### src/rtl/bch_map_pkg.sv
package bch_map_pkg;
  typedef enum logic [1:0] {
    ST_IDLE = 2'd0,
    ST_WALK = 2'd1,
    ST_DONE = 2'd2
  } walk_st_e;
endpackage

### src/rtl/bch_syn_prep.sv
module bch_syn_prep #(
  parameter int ECC_BYTES = 14
) (
  input  logic [(ECC_BYTES-1)*8-1:0] calc_i,
  input  logic [ECC_BYTES*8-1:0]     stored_i,
  output logic [ECC_BYTES*8-1:0]     syn_o,
  output logic                       clean_o,
  output logic                       all_ff_o
);
  localparam int USED = ECC_BYTES - 1;

  for (genvar g = 0; g < USED; g++) begin : g_rev
    assign syn_o[g*8 +: 8] = calc_i[(USED-1-g)*8 +: 8];
  end
  assign syn_o[USED*8 +: 8] = 8'h00;

  assign clean_o  = (calc_i == '0);
  assign all_ff_o = &stored_i;
endmodule

### src/rtl/bch_loc_decode.sv
module bch_loc_decode #(
  parameter int DATA_BYTES = 512,
  parameter int ECC_BYTES  = 14,
  parameter int LOC_W      = 13,
  parameter int BYTE_W     = 9
) (
  input  logic [LOC_W-1:0]  loc_i,
  output logic              valid_o,
  output logic              in_ecc_o,
  output logic [BYTE_W-1:0] byte_o,
  output logic [2:0]        bit_o
);
  // highest usable byte position; reserved ECC byte excluded
  localparam int LAST_POS = DATA_BYTES + ECC_BYTES - 2;

  logic [LOC_W-1:0] q;
  logic [LOC_W-1:0] pos;

  assign q        = {3'b000, loc_i[LOC_W-1:3]};
  assign pos      = LOC_W'(LAST_POS) - q;
  assign valid_o  = (q <= LOC_W'(LAST_POS));
  assign in_ecc_o = (pos >= LOC_W'(DATA_BYTES));
  assign byte_o   = in_ecc_o ? BYTE_W'(pos - LOC_W'(DATA_BYTES)) : BYTE_W'(pos);
  assign bit_o    = loc_i[2:0];
endmodule

### src/rtl/bch_walk_ctrl.sv
module bch_walk_ctrl
  import bch_map_pkg::*;
#(
  parameter int DATA_BYTES = 512,
  parameter int ECC_BYTES  = 14,
  parameter int MAX_ERR    = 8,
  parameter int LOC_W      = 13,
  parameter int BYTE_W     = 9,
  parameter int CNT_W      = 4,
  parameter int IDX_W      = 3
) (
  input  logic                     clk_i,
  input  logic                     rst_ni,
  input  logic                     start_i,
  input  logic                     uncorr_i,
  input  logic                     clean_i,
  input  logic                     all_ff_i,
  input  logic [CNT_W-1:0]         loc_cnt_i,
  input  logic [MAX_ERR*LOC_W-1:0] loc_i,
  output logic                     busy_o,
  output logic                     done_o,
  output logic                     flip_valid_o,
  output logic                     flip_in_ecc_o,
  output logic [BYTE_W-1:0]        flip_byte_o,
  output logic [2:0]               flip_bit_o,
  output logic                     clean_o,
  output logic                     erased_o,
  output logic                     err_o,
  output logic [CNT_W-1:0]         corr_count_o
);
  walk_st_e         st_q;
  logic [LOC_W-1:0] locs_q [MAX_ERR];
  logic [CNT_W-1:0] n_q, cnt_q, n_in;
  logic [IDX_W-1:0] idx_q;
  logic             err_q, clean_q, erased_q;
  logic             dec_valid;
  logic             erased_in, early_in, last_entry;

  assign n_in      = (loc_cnt_i > CNT_W'(MAX_ERR)) ? CNT_W'(MAX_ERR) : loc_cnt_i;
  assign erased_in = !clean_i && all_ff_i;
  assign early_in  = clean_i || all_ff_i || uncorr_i || (n_in == '0);
  assign last_entry = (CNT_W'(idx_q) == n_q - CNT_W'(1));

  bch_loc_decode #(
    .DATA_BYTES(DATA_BYTES),
    .ECC_BYTES (ECC_BYTES),
    .LOC_W     (LOC_W),
    .BYTE_W    (BYTE_W)
  ) u_dec (
    .loc_i   (locs_q[idx_q]),
    .valid_o (dec_valid),
    .in_ecc_o(flip_in_ecc_o),
    .byte_o  (flip_byte_o),
    .bit_o   (flip_bit_o)
  );

  always_ff @(posedge clk_i or negedge rst_ni) begin
    if (!rst_ni) begin
      st_q     <= ST_IDLE;
      n_q      <= '0;
      cnt_q    <= '0;
      idx_q    <= '0;
      err_q    <= 1'b0;
      clean_q  <= 1'b0;
      erased_q <= 1'b0;
      for (int k = 0; k < MAX_ERR; k++) locs_q[k] <= '0;
    end else begin
      unique case (st_q)
        ST_IDLE: if (start_i) begin
          for (int k = 0; k < MAX_ERR; k++) locs_q[k] <= loc_i[k*LOC_W +: LOC_W];
          n_q      <= n_in;
          idx_q    <= '0;
          cnt_q    <= '0;
          clean_q  <= clean_i;
          erased_q <= erased_in;
          err_q    <= uncorr_i && !clean_i && !all_ff_i;
          st_q     <= early_in ? ST_DONE : ST_WALK;
        end
        ST_WALK: begin
          if (dec_valid) cnt_q <= cnt_q + CNT_W'(1);
          else           err_q <= 1'b1;
          idx_q <= idx_q + IDX_W'(1);
          if (last_entry) st_q <= ST_DONE;
        end
        ST_DONE: st_q <= ST_IDLE;
        default: st_q <= ST_IDLE;
      endcase
    end
  end

  assign busy_o       = (st_q != ST_IDLE);
  assign done_o       = (st_q == ST_DONE);
  assign flip_valid_o = (st_q == ST_WALK) && dec_valid;
  assign clean_o      = clean_q;
  assign erased_o     = erased_q;
  assign err_o        = err_q;
  assign corr_count_o = err_q ? '0 : cnt_q;
endmodule

### src/rtl/bch_loc_mapper.sv
module bch_loc_mapper #(
  parameter int DATA_BYTES = 512,
  parameter int ECC_BYTES  = 14,
  parameter int MAX_ERR    = 8,
  parameter int LOC_W      = 13,
  localparam int BYTE_W    = $clog2(DATA_BYTES),
  localparam int CNT_W     = $clog2(MAX_ERR + 1),
  localparam int IDX_W     = (MAX_ERR > 1) ? $clog2(MAX_ERR) : 1
) (
  input  logic                         clk_i,
  input  logic                         rst_ni,
  input  logic                         start_i,
  input  logic                         uncorr_i,
  input  logic [CNT_W-1:0]             loc_cnt_i,
  input  logic [MAX_ERR*LOC_W-1:0]     loc_i,
  input  logic [(ECC_BYTES-1)*8-1:0]   calc_ecc_i,
  input  logic [ECC_BYTES*8-1:0]       stored_ecc_i,
  output logic                         busy_o,
  output logic                         done_o,
  output logic                         flip_valid_o,
  output logic                         flip_in_ecc_o,
  output logic [BYTE_W-1:0]            flip_byte_o,
  output logic [2:0]                   flip_bit_o,
  output logic [ECC_BYTES*8-1:0]       syn_o,
  output logic                         clean_o,
  output logic                         erased_o,
  output logic                         err_o,
  output logic [CNT_W-1:0]             corr_count_o
);
  logic [ECC_BYTES*8-1:0] syn_d, syn_q;
  logic                   clean_w, all_ff_w;

  bch_syn_prep #(.ECC_BYTES(ECC_BYTES)) u_prep (
    .calc_i  (calc_ecc_i),
    .stored_i(stored_ecc_i),
    .syn_o   (syn_d),
    .clean_o (clean_w),
    .all_ff_o(all_ff_w)
  );

  always_ff @(posedge clk_i or negedge rst_ni) begin
    if (!rst_ni)                 syn_q <= '0;
    else if (start_i && !busy_o) syn_q <= syn_d;
  end
  assign syn_o = syn_q;

  bch_walk_ctrl #(
    .DATA_BYTES(DATA_BYTES),
    .ECC_BYTES (ECC_BYTES),
    .MAX_ERR   (MAX_ERR),
    .LOC_W     (LOC_W),
    .BYTE_W    (BYTE_W),
    .CNT_W     (CNT_W),
    .IDX_W     (IDX_W)
  ) u_walk (
    .clk_i        (clk_i),
    .rst_ni       (rst_ni),
    .start_i      (start_i),
    .uncorr_i     (uncorr_i),
    .clean_i      (clean_w),
    .all_ff_i     (all_ff_w),
    .loc_cnt_i    (loc_cnt_i),
    .loc_i        (loc_i),
    .busy_o       (busy_o),
    .done_o       (done_o),
    .flip_valid_o (flip_valid_o),
    .flip_in_ecc_o(flip_in_ecc_o),
    .flip_byte_o  (flip_byte_o),
    .flip_bit_o   (flip_bit_o),
    .clean_o      (clean_o),
    .erased_o     (erased_o),
    .err_o        (err_o),
    .corr_count_o (corr_count_o)
  );
endmodule

### config.mk
export PLATFORM = sky130hd
export DESIGN_NAME = bch_loc_mapper
export DESIGN_NICKNAME = d
export VERILOG_FILES = /design/src/rtl/bch_map_pkg.sv /design/src/rtl/bch_syn_prep.sv /design/src/rtl/bch_loc_decode.sv /design/src/rtl/bch_walk_ctrl.sv /design/src/rtl/bch_loc_mapper.sv
export SDC_FILE = /design/constraint.sdc
export NUM_CORES = 1
export LEC_CHECK = 0
export BUFFER_PORTS_ARGS = -buffer_cell sky130_fd_sc_hd__buf_2
export CAP_MARGIN = 10
export CORE_MARGIN = 2
export CORE_UTILIZATION = 25
export CTS_BUF_LIST = sky130_fd_sc_hd__clkbuf_8
export CTS_CLUSTER_SIZE = 10
export DETAILED_ROUTE_END_ITERATION = 6
export PLACE_DENSITY = 0.51
export SLEW_MARGIN = 5
export SYNTH_ARGS = -nofsm -noshare
export SYNTH_HDL_FRONTEND = slang
export SYNTH_SLANG_ARGS = --single-unit
### constraint.sdc
create_clock -name clk_i -period 4 [get_ports clk_i]
set_clock_uncertainty 0.15 [all_clocks]
set_input_delay 1.2 -clock clk_i [delete_from_list [all_inputs] [get_ports clk_i]]
set_output_delay 1.2 -clock clk_i [all_outputs]
set_load 0.1 [all_outputs]
# == Yosys cells after proc, flatten, opt, wreduce, memory -nomap -nowiden ==
# Index checks and enable logic that the tools add are counted.
# classes
mux,18
n_reduce_logical,22
magnitude_cmp,4
n_bitwise,1
n_eq_ne,7
addsub,5
# op_table
operator,n
AND reduction 112 bit,1
logical NOT 104 bit,1
binary-select mux 13 bit (select 3 bit),1
two-way mux 13 bit,2
two-way mux 4 bit,4
>= comparator 13 x 10 -> 1 bit (second input constant),1
subtractor 10 x 10 -> 11 bit (first input constant),1
less-or-equal comparator 10 bit (second input constant),1
two-way mux 9 bit,1
subtractor 9 x 1 -> 9 bit (second input constant),1
one-hot mux 4 bit (2 select lines),1
two-way mux 2 bit,3
one-hot mux 3 bit (2 select lines),1
AND reduction 2 bit,3
AND reduction 3 bit,2
logical AND 1 bit,5
adder 4 x 1 -> 4 bit (second input constant),1
== test 3 x 4 -> 1 bit,1
>= comparator 4 bit (second input constant),1
greater-than comparator 4 bit (second input constant),1
logical NOT 4 bit,1
!= test 2 x 1 -> 1 bit (second input constant),2
!= test 2 bit (second input constant),2
inverter 3 -> 4 bit,1
12 further kinds,18
# word_totals
inputBits,328
output_inout_bits,135
elab_cells,73
ff_bits,224

# == Depth between registers and ports, before layout ==
# depth
ltp_word,7
ltp_mapped,11
mapped_depth_nobuf,9

# == Modules after synthesis ==
# A second synthesis with hierarchy kept.
# unflattened
hier_cells,804
hier_area_um2,11715.0
# modules_own_cells
mod,n_inst,area_each_um2,seq_area_each_um2,cells_each
bch_walk_ctrl,1,5604.1,3002.9,352
bch_loc_mapper,1,4580.6,2802.7,237
bch_syn_prep,1,1308.8,0.0,186
bch_loc_decode,1,221.5,0.0,29

# == Worst setup path after synthesis ==
# OpenSTA, ideal clock, no wires.
# synth_timing
kind,reg-to-output
startpoint,reg u_walk.idx_q[2]
endpoint,out flip_in_ecc_o
stages_incl_launch_ff,11
required_ns,2.650
arrival_time_ns,3.770
n_path_buf,2
setup_slack_ns,-1.120
cell_sequence,dfrtp_1 -> buf_2 -> buf_2 -> mux4_2 -> mux2_2 -> inv_1 -> ha_1 -> nor3_1 -> nand2b_1 -> nor2_1 -> mux2i_1
# synth_between
elab_chain_cells,6
# synth_rtl
item,line_no,rtl
"start, declared",bch_walk_ctrl.sv:34,logic [IDX_W-1:0] idx_q;
"start signal, assigned",bch_walk_ctrl.sv:82,idx_q <= idx_q + IDX_W'(1);
inverter 3 -> 4 bit (implied by the code),bch_walk_ctrl.sv:50,".loc_i (locs_q[idx_q]),"
binary-select mux 13 bit (select 3 bit),bch_walk_ctrl.sv:50,
two-way mux 13 bit (implied by the code) (2 in a row),bch_walk_ctrl.sv:50,
subtractor 10 x 10 -> 11 bit,bch_loc_decode.sv:20,assign pos = LOC_W'(LAST_POS) - q;
>= comparator 13 x 10 -> 1 bit,bch_loc_decode.sv:22,assign in_ecc_o = (pos >= LOC_W'(DATA_BYTES));
"end, declared",bch_loc_mapper.sv:21,"output logic flip_in_ecc_o,"
# Every way passes these cells. The select of a mux whose other input is x is not followed.

# == Final worst setup path ==
# layout_timing
startpoint,reg u_walk.idx_q[1]
endpoint,out flip_valid_o
# layout_between
elab_chain_cells,6
# layout_rtl
item,line_no,rtl
inverter 3 -> 4 bit (implied by the code),bch_walk_ctrl.sv:50,
binary-select mux 13 bit (select 3 bit),bch_walk_ctrl.sv:50,
two-way mux 13 bit (implied by the code) (2 in a row),bch_walk_ctrl.sv:50,
less-or-equal comparator 10 bit,bch_loc_decode.sv:21,assign valid_o = (q <= LOC_W'(LAST_POS));
logical AND 1 bit,bch_walk_ctrl.sv:93,assign flip_valid_o = (st_q == ST_WALK) && dec_valid;
"end, declared",bch_loc_mapper.sv:20,"output logic flip_valid_o,"
# Every way passes these cells. The select of a mux whose other input is x is not followed.

==> summary.md <==
| Metric | Value |
|---|---|
| Sequential-to-total area share from yosys stat | 55.32% |
| Status | complete, but fails checks |
| Clk sinks | 224 |
| Hold_ws | 0.3169 ns |
| Crit. End Element | output pin |
| Hold crit path type | flop to flop |
| Layout cells sized above 1 | 38.88% |
| CTS Buf Count | 42 |
| Max incr delay on CP | 0.51 ns |
| Cell taking the most area after synthesis | dfrtp_1 |
| Post-route ant nets | 0 |
| GRT Overall Usage | 17.49% |
| DP HPWL | 27880 um |
| Reg2reg start | u_walk.idx_q[1] |
| Grt ovf | 0 |
| First-pass GRT wire length | 56860 um |
| Top cells by area, synth | dfrtp_1 55%, nand2_1 24%, mux4_2 5.8% |
| Startpoint Class | flop |
| Most used cell, CP | inv_4 |
| RSZ-0062 raised after global routing | yes |
| Layout area overhead | 45.88% |
| Post-Syn Area | 10130 um^2 |
| Failing checks | setup timing |
| Drt first pass iters | 5 |
| WP data required | 2.65 ns |
| Initial antenna violation count | 1 |
| Crit path max-delay family | multiplexers |
| Fillers | 4166 |
| Worst slew pin tran | 0.6592 ns |
| Mapped Avg Cell Area | 8.935 um^2 |
| Pin count of the biggest net entering global routing | 80 |
| Hold path startpoint | syn_o[86] |
| Seq cells post-synth | 224 |
| Most used DFF post-synth | dfrtp_1 |
| Initial Util | 25.44% |
| Synth unique cells | 44 |
| Maximum clock insertion buffer count | 3 |
| Max Fclk | 237.4 MHz |
| Worst R2R End | u_walk.cnt_q[2] |
| Finished Layout Cells | 2186 |
| R2r setup slk | 1.15 ns |
| Worst setup margin | -0.2116 ns |
| Cell row count | 73 |
| DRC | 0 |
| Final min period | 4.212 ns |
| Core box area | 39820 um^2 |
| Gate Count Post-Synth | 1134 |
| CTS H-tree depth | 2 |
| Setup violations, final | 8 |
| Crit-path slowest cell | mux4_2 |
| CTS Hold Buffers Added | 0 |
| WHS Path Cells | 2 |
| WP buf/inv | 5 |
| Later-pin clock latency in the skew report | 0.59 ns |
| Dpl cells | 2085 |
| FFs w/ async S/R, synth | 100.0% |
| Vias after detailed routing | 9641 |
| Max-slew violations | 0 |
| Total die area | 42150 um^2 |
| Routed WL | 37070 um |
| Clock transition at path regs | 0.06 ns |
| Worst-path cell chain | buf_12 > mux4_2 > mux2_4 > inv_4 > ha_4 > inv_4 > o2111ai_4 > a31oi_4 > nand2b_4 > inv_4 > buf_12 |
| Clk root buf | clkbuf_8 |
| Warnings, synthesis | 0 |
| Via-to-Cell Ratio | 4.410 |
| Critical Path AT | 2.86 ns |
| PortBufs | 454 |
| Chip width | 205.3 um |
| Final worst-path cycle share | 105.3% |
| Die height | 205.3 um |
| CP max FO | 6 |
| GP Congestion | 0.9799 |
| Nets | 1957 |
| WHS Endpoint | syn_o[86] |
| 1st-iter DRT viols | 394 |
| Number of global-route vias before repair | 10106 |
| Rel. slew slack | 56.05% |
| Area share of the largest cell type after synthesis | 55.32% |
| CTS tree | yes |
| I/O pin cnt | 463 |
| WL/cell | 16.96 um |
| Max-capacitance violation count | 0 |
| CP Class | flop to output pin |
| R2r worst-path depth | 11 |
| Fin. Hold Viols | 0 |
| EDFF count, synth | 0 |
registers in the layout, indices dropped and copies added, names as in the netlist:
| signal | count |
|---|---|
| u_walk.st_q | 2 |
| u_walk.locs_q | 104 |
| u_walk.idx_q | 3 |
| u_walk.err_o | 1 |
| u_walk.n_q | 4 |
| u_walk.erased_o | 1 |
| syn_o | 104 |
| u_walk.clean_o | 1 |
| u_walk.cnt_q | 4 |
cells by family (layout without fill, tap and decap cells):
group | after synthesis | after routing | synth area share, %
buffers and inverters | 75 | 593 | 3.458
DFF | 224 | 224 | 55.32
muxes | 43 | 43 | 7.706
and+or+nand+nor | 757 | 757 | 30.65
AOI/OAI and AO/OA | 20 | 20 | 1.469
adders and majority gates | 4 | 4 | 0.4940
xor gates and xnor gates | 10 | 10 | 0.8645
other | 1 | 10 | 0.03701
Yosys cell counts, types with 2 or more instances:
cell        n
mux2i_1     9
o21ai_0     7
nand3b_1    4
nor2b_1     7
nand3_1     4
xor2_1      2
nor3b_1     2
a21oi_1     3
nand2_1   645
ha_1        4
or4_1       2
nand2b_1    5
nor3_1      4
nor2_1     10
a31oi_1     2
buf_4       8
inv_1       8
nand4_1    35
buf_2       4
dfrtp_1   224
xnor2_1     8
nor4_1     35
mux2_2      6
buf_6       3
buf_1       5
mux4_2     26
clkbuf_1   45
worst register-to-register path: stages, from the launching register on:
cell	delay (ns)
dfrtp_1	0.39
buf_12	0.15
mux4_2	0.51
mux2_4	0.32
inv_4	0.07
ha_4	0.14
inv_4	0.04
o2111ai_4	0.07
a31oi_4	0.16
buf_4	0.19
or4b_1	0.49
nand3_1	0.09
worst max path at each step:
| stage | from | endpoint | slack [ns] | depth (start not counted) |
|---|---|---|---|---|
| final | u_walk.idx_q[1] | flip_valid_o | -0.21 | 11 |
| after detailed placement | u_walk.idx_q[1] | flip_valid_o | 0.13 | 11 |
| after floorplan | u_walk.idx_q[2] | flip_byte_o[6] | -0.23 | 9 |
| after CTS | u_walk.idx_q[0] | flip_in_ecc_o | -0.26 | 9 |
| after global placement | u_walk.idx_q[1] | flip_valid_o | 0.16 | 11 |
| after global routing | u_walk.idx_q[1] | flip_in_ecc_o | -0.32 | 8 |
layout make-up:
class / instances / area, um^2 / share of cell area, %
tap: 525 / 656.9 / 4.444
inverter: 9 / 43.79 / 0.2963
multi-input combinational: 842 / 4481 / 30.31
antenna: 2 / 5.005 / 0.03386
clock buffer: 54 / 743.2 / 5.028
sequential: 224 / 5607 / 37.93
timing repair buffer: 506 / 3028 / 20.49
clock inverter: 24 / 216.5 / 1.464
stage by stage:
step / TNS, ns / setup WS (ns) / area, um^2 / util, %
after CTS: -1.595 / -0.2638 / 14720 / 36.96
after floorplan: -0.4175 / -0.2282 / 10260 / -
after global routing: -1.860 / -0.3192 / 14780 / 37.11
after global placement: 0 / 0.1593 / 13420 / 33.70
after detailed placement: 0 / 0.1297 / 13420 / 33.70
final: -0.8821 / -0.2116 / 14780 / 37.12
per-layer routing:
layer,global-route usage [%],up-vias,part of all wire (%)
met5,0,-,0
met4,6.783,0,2.9
met3,5.448,62,9.0
met2,27.18,389,45
met1,22.73,4537,43
li1,-,4653,-
what timing repair did:
action,CTS,global route
gates cloned,1,0
setup endpoints to repair,9,11
pin swaps,10,7
gates resized for setup,41,11
setup buffers,16,5
placed cells by master, fill, tap and decap left out, types with 8 or more instances in the layout:
| master | synthesis | routed |
|---|---|---|
| buf_12 | 0 | 23 |
| buf_2 | 4 | 440 |
| buf_4 | 8 | 38 |
| clkbuf_8 | 0 | 54 |
| conb_1 | 1 | 8 |
| dfrtp_1 | 224 | 223 |
| inv_1 | 8 | 15 |
| mux4_2 | 26 | 26 |
| nand2_1 | 645 | 642 |
| nand4_1 | 35 | 35 |
| nor4_1 | 35 | 35 |
Power is left out: the tool's default activity adds up to more than one toggle a clock period on the data nets, which glitch-free logic cannot reach.
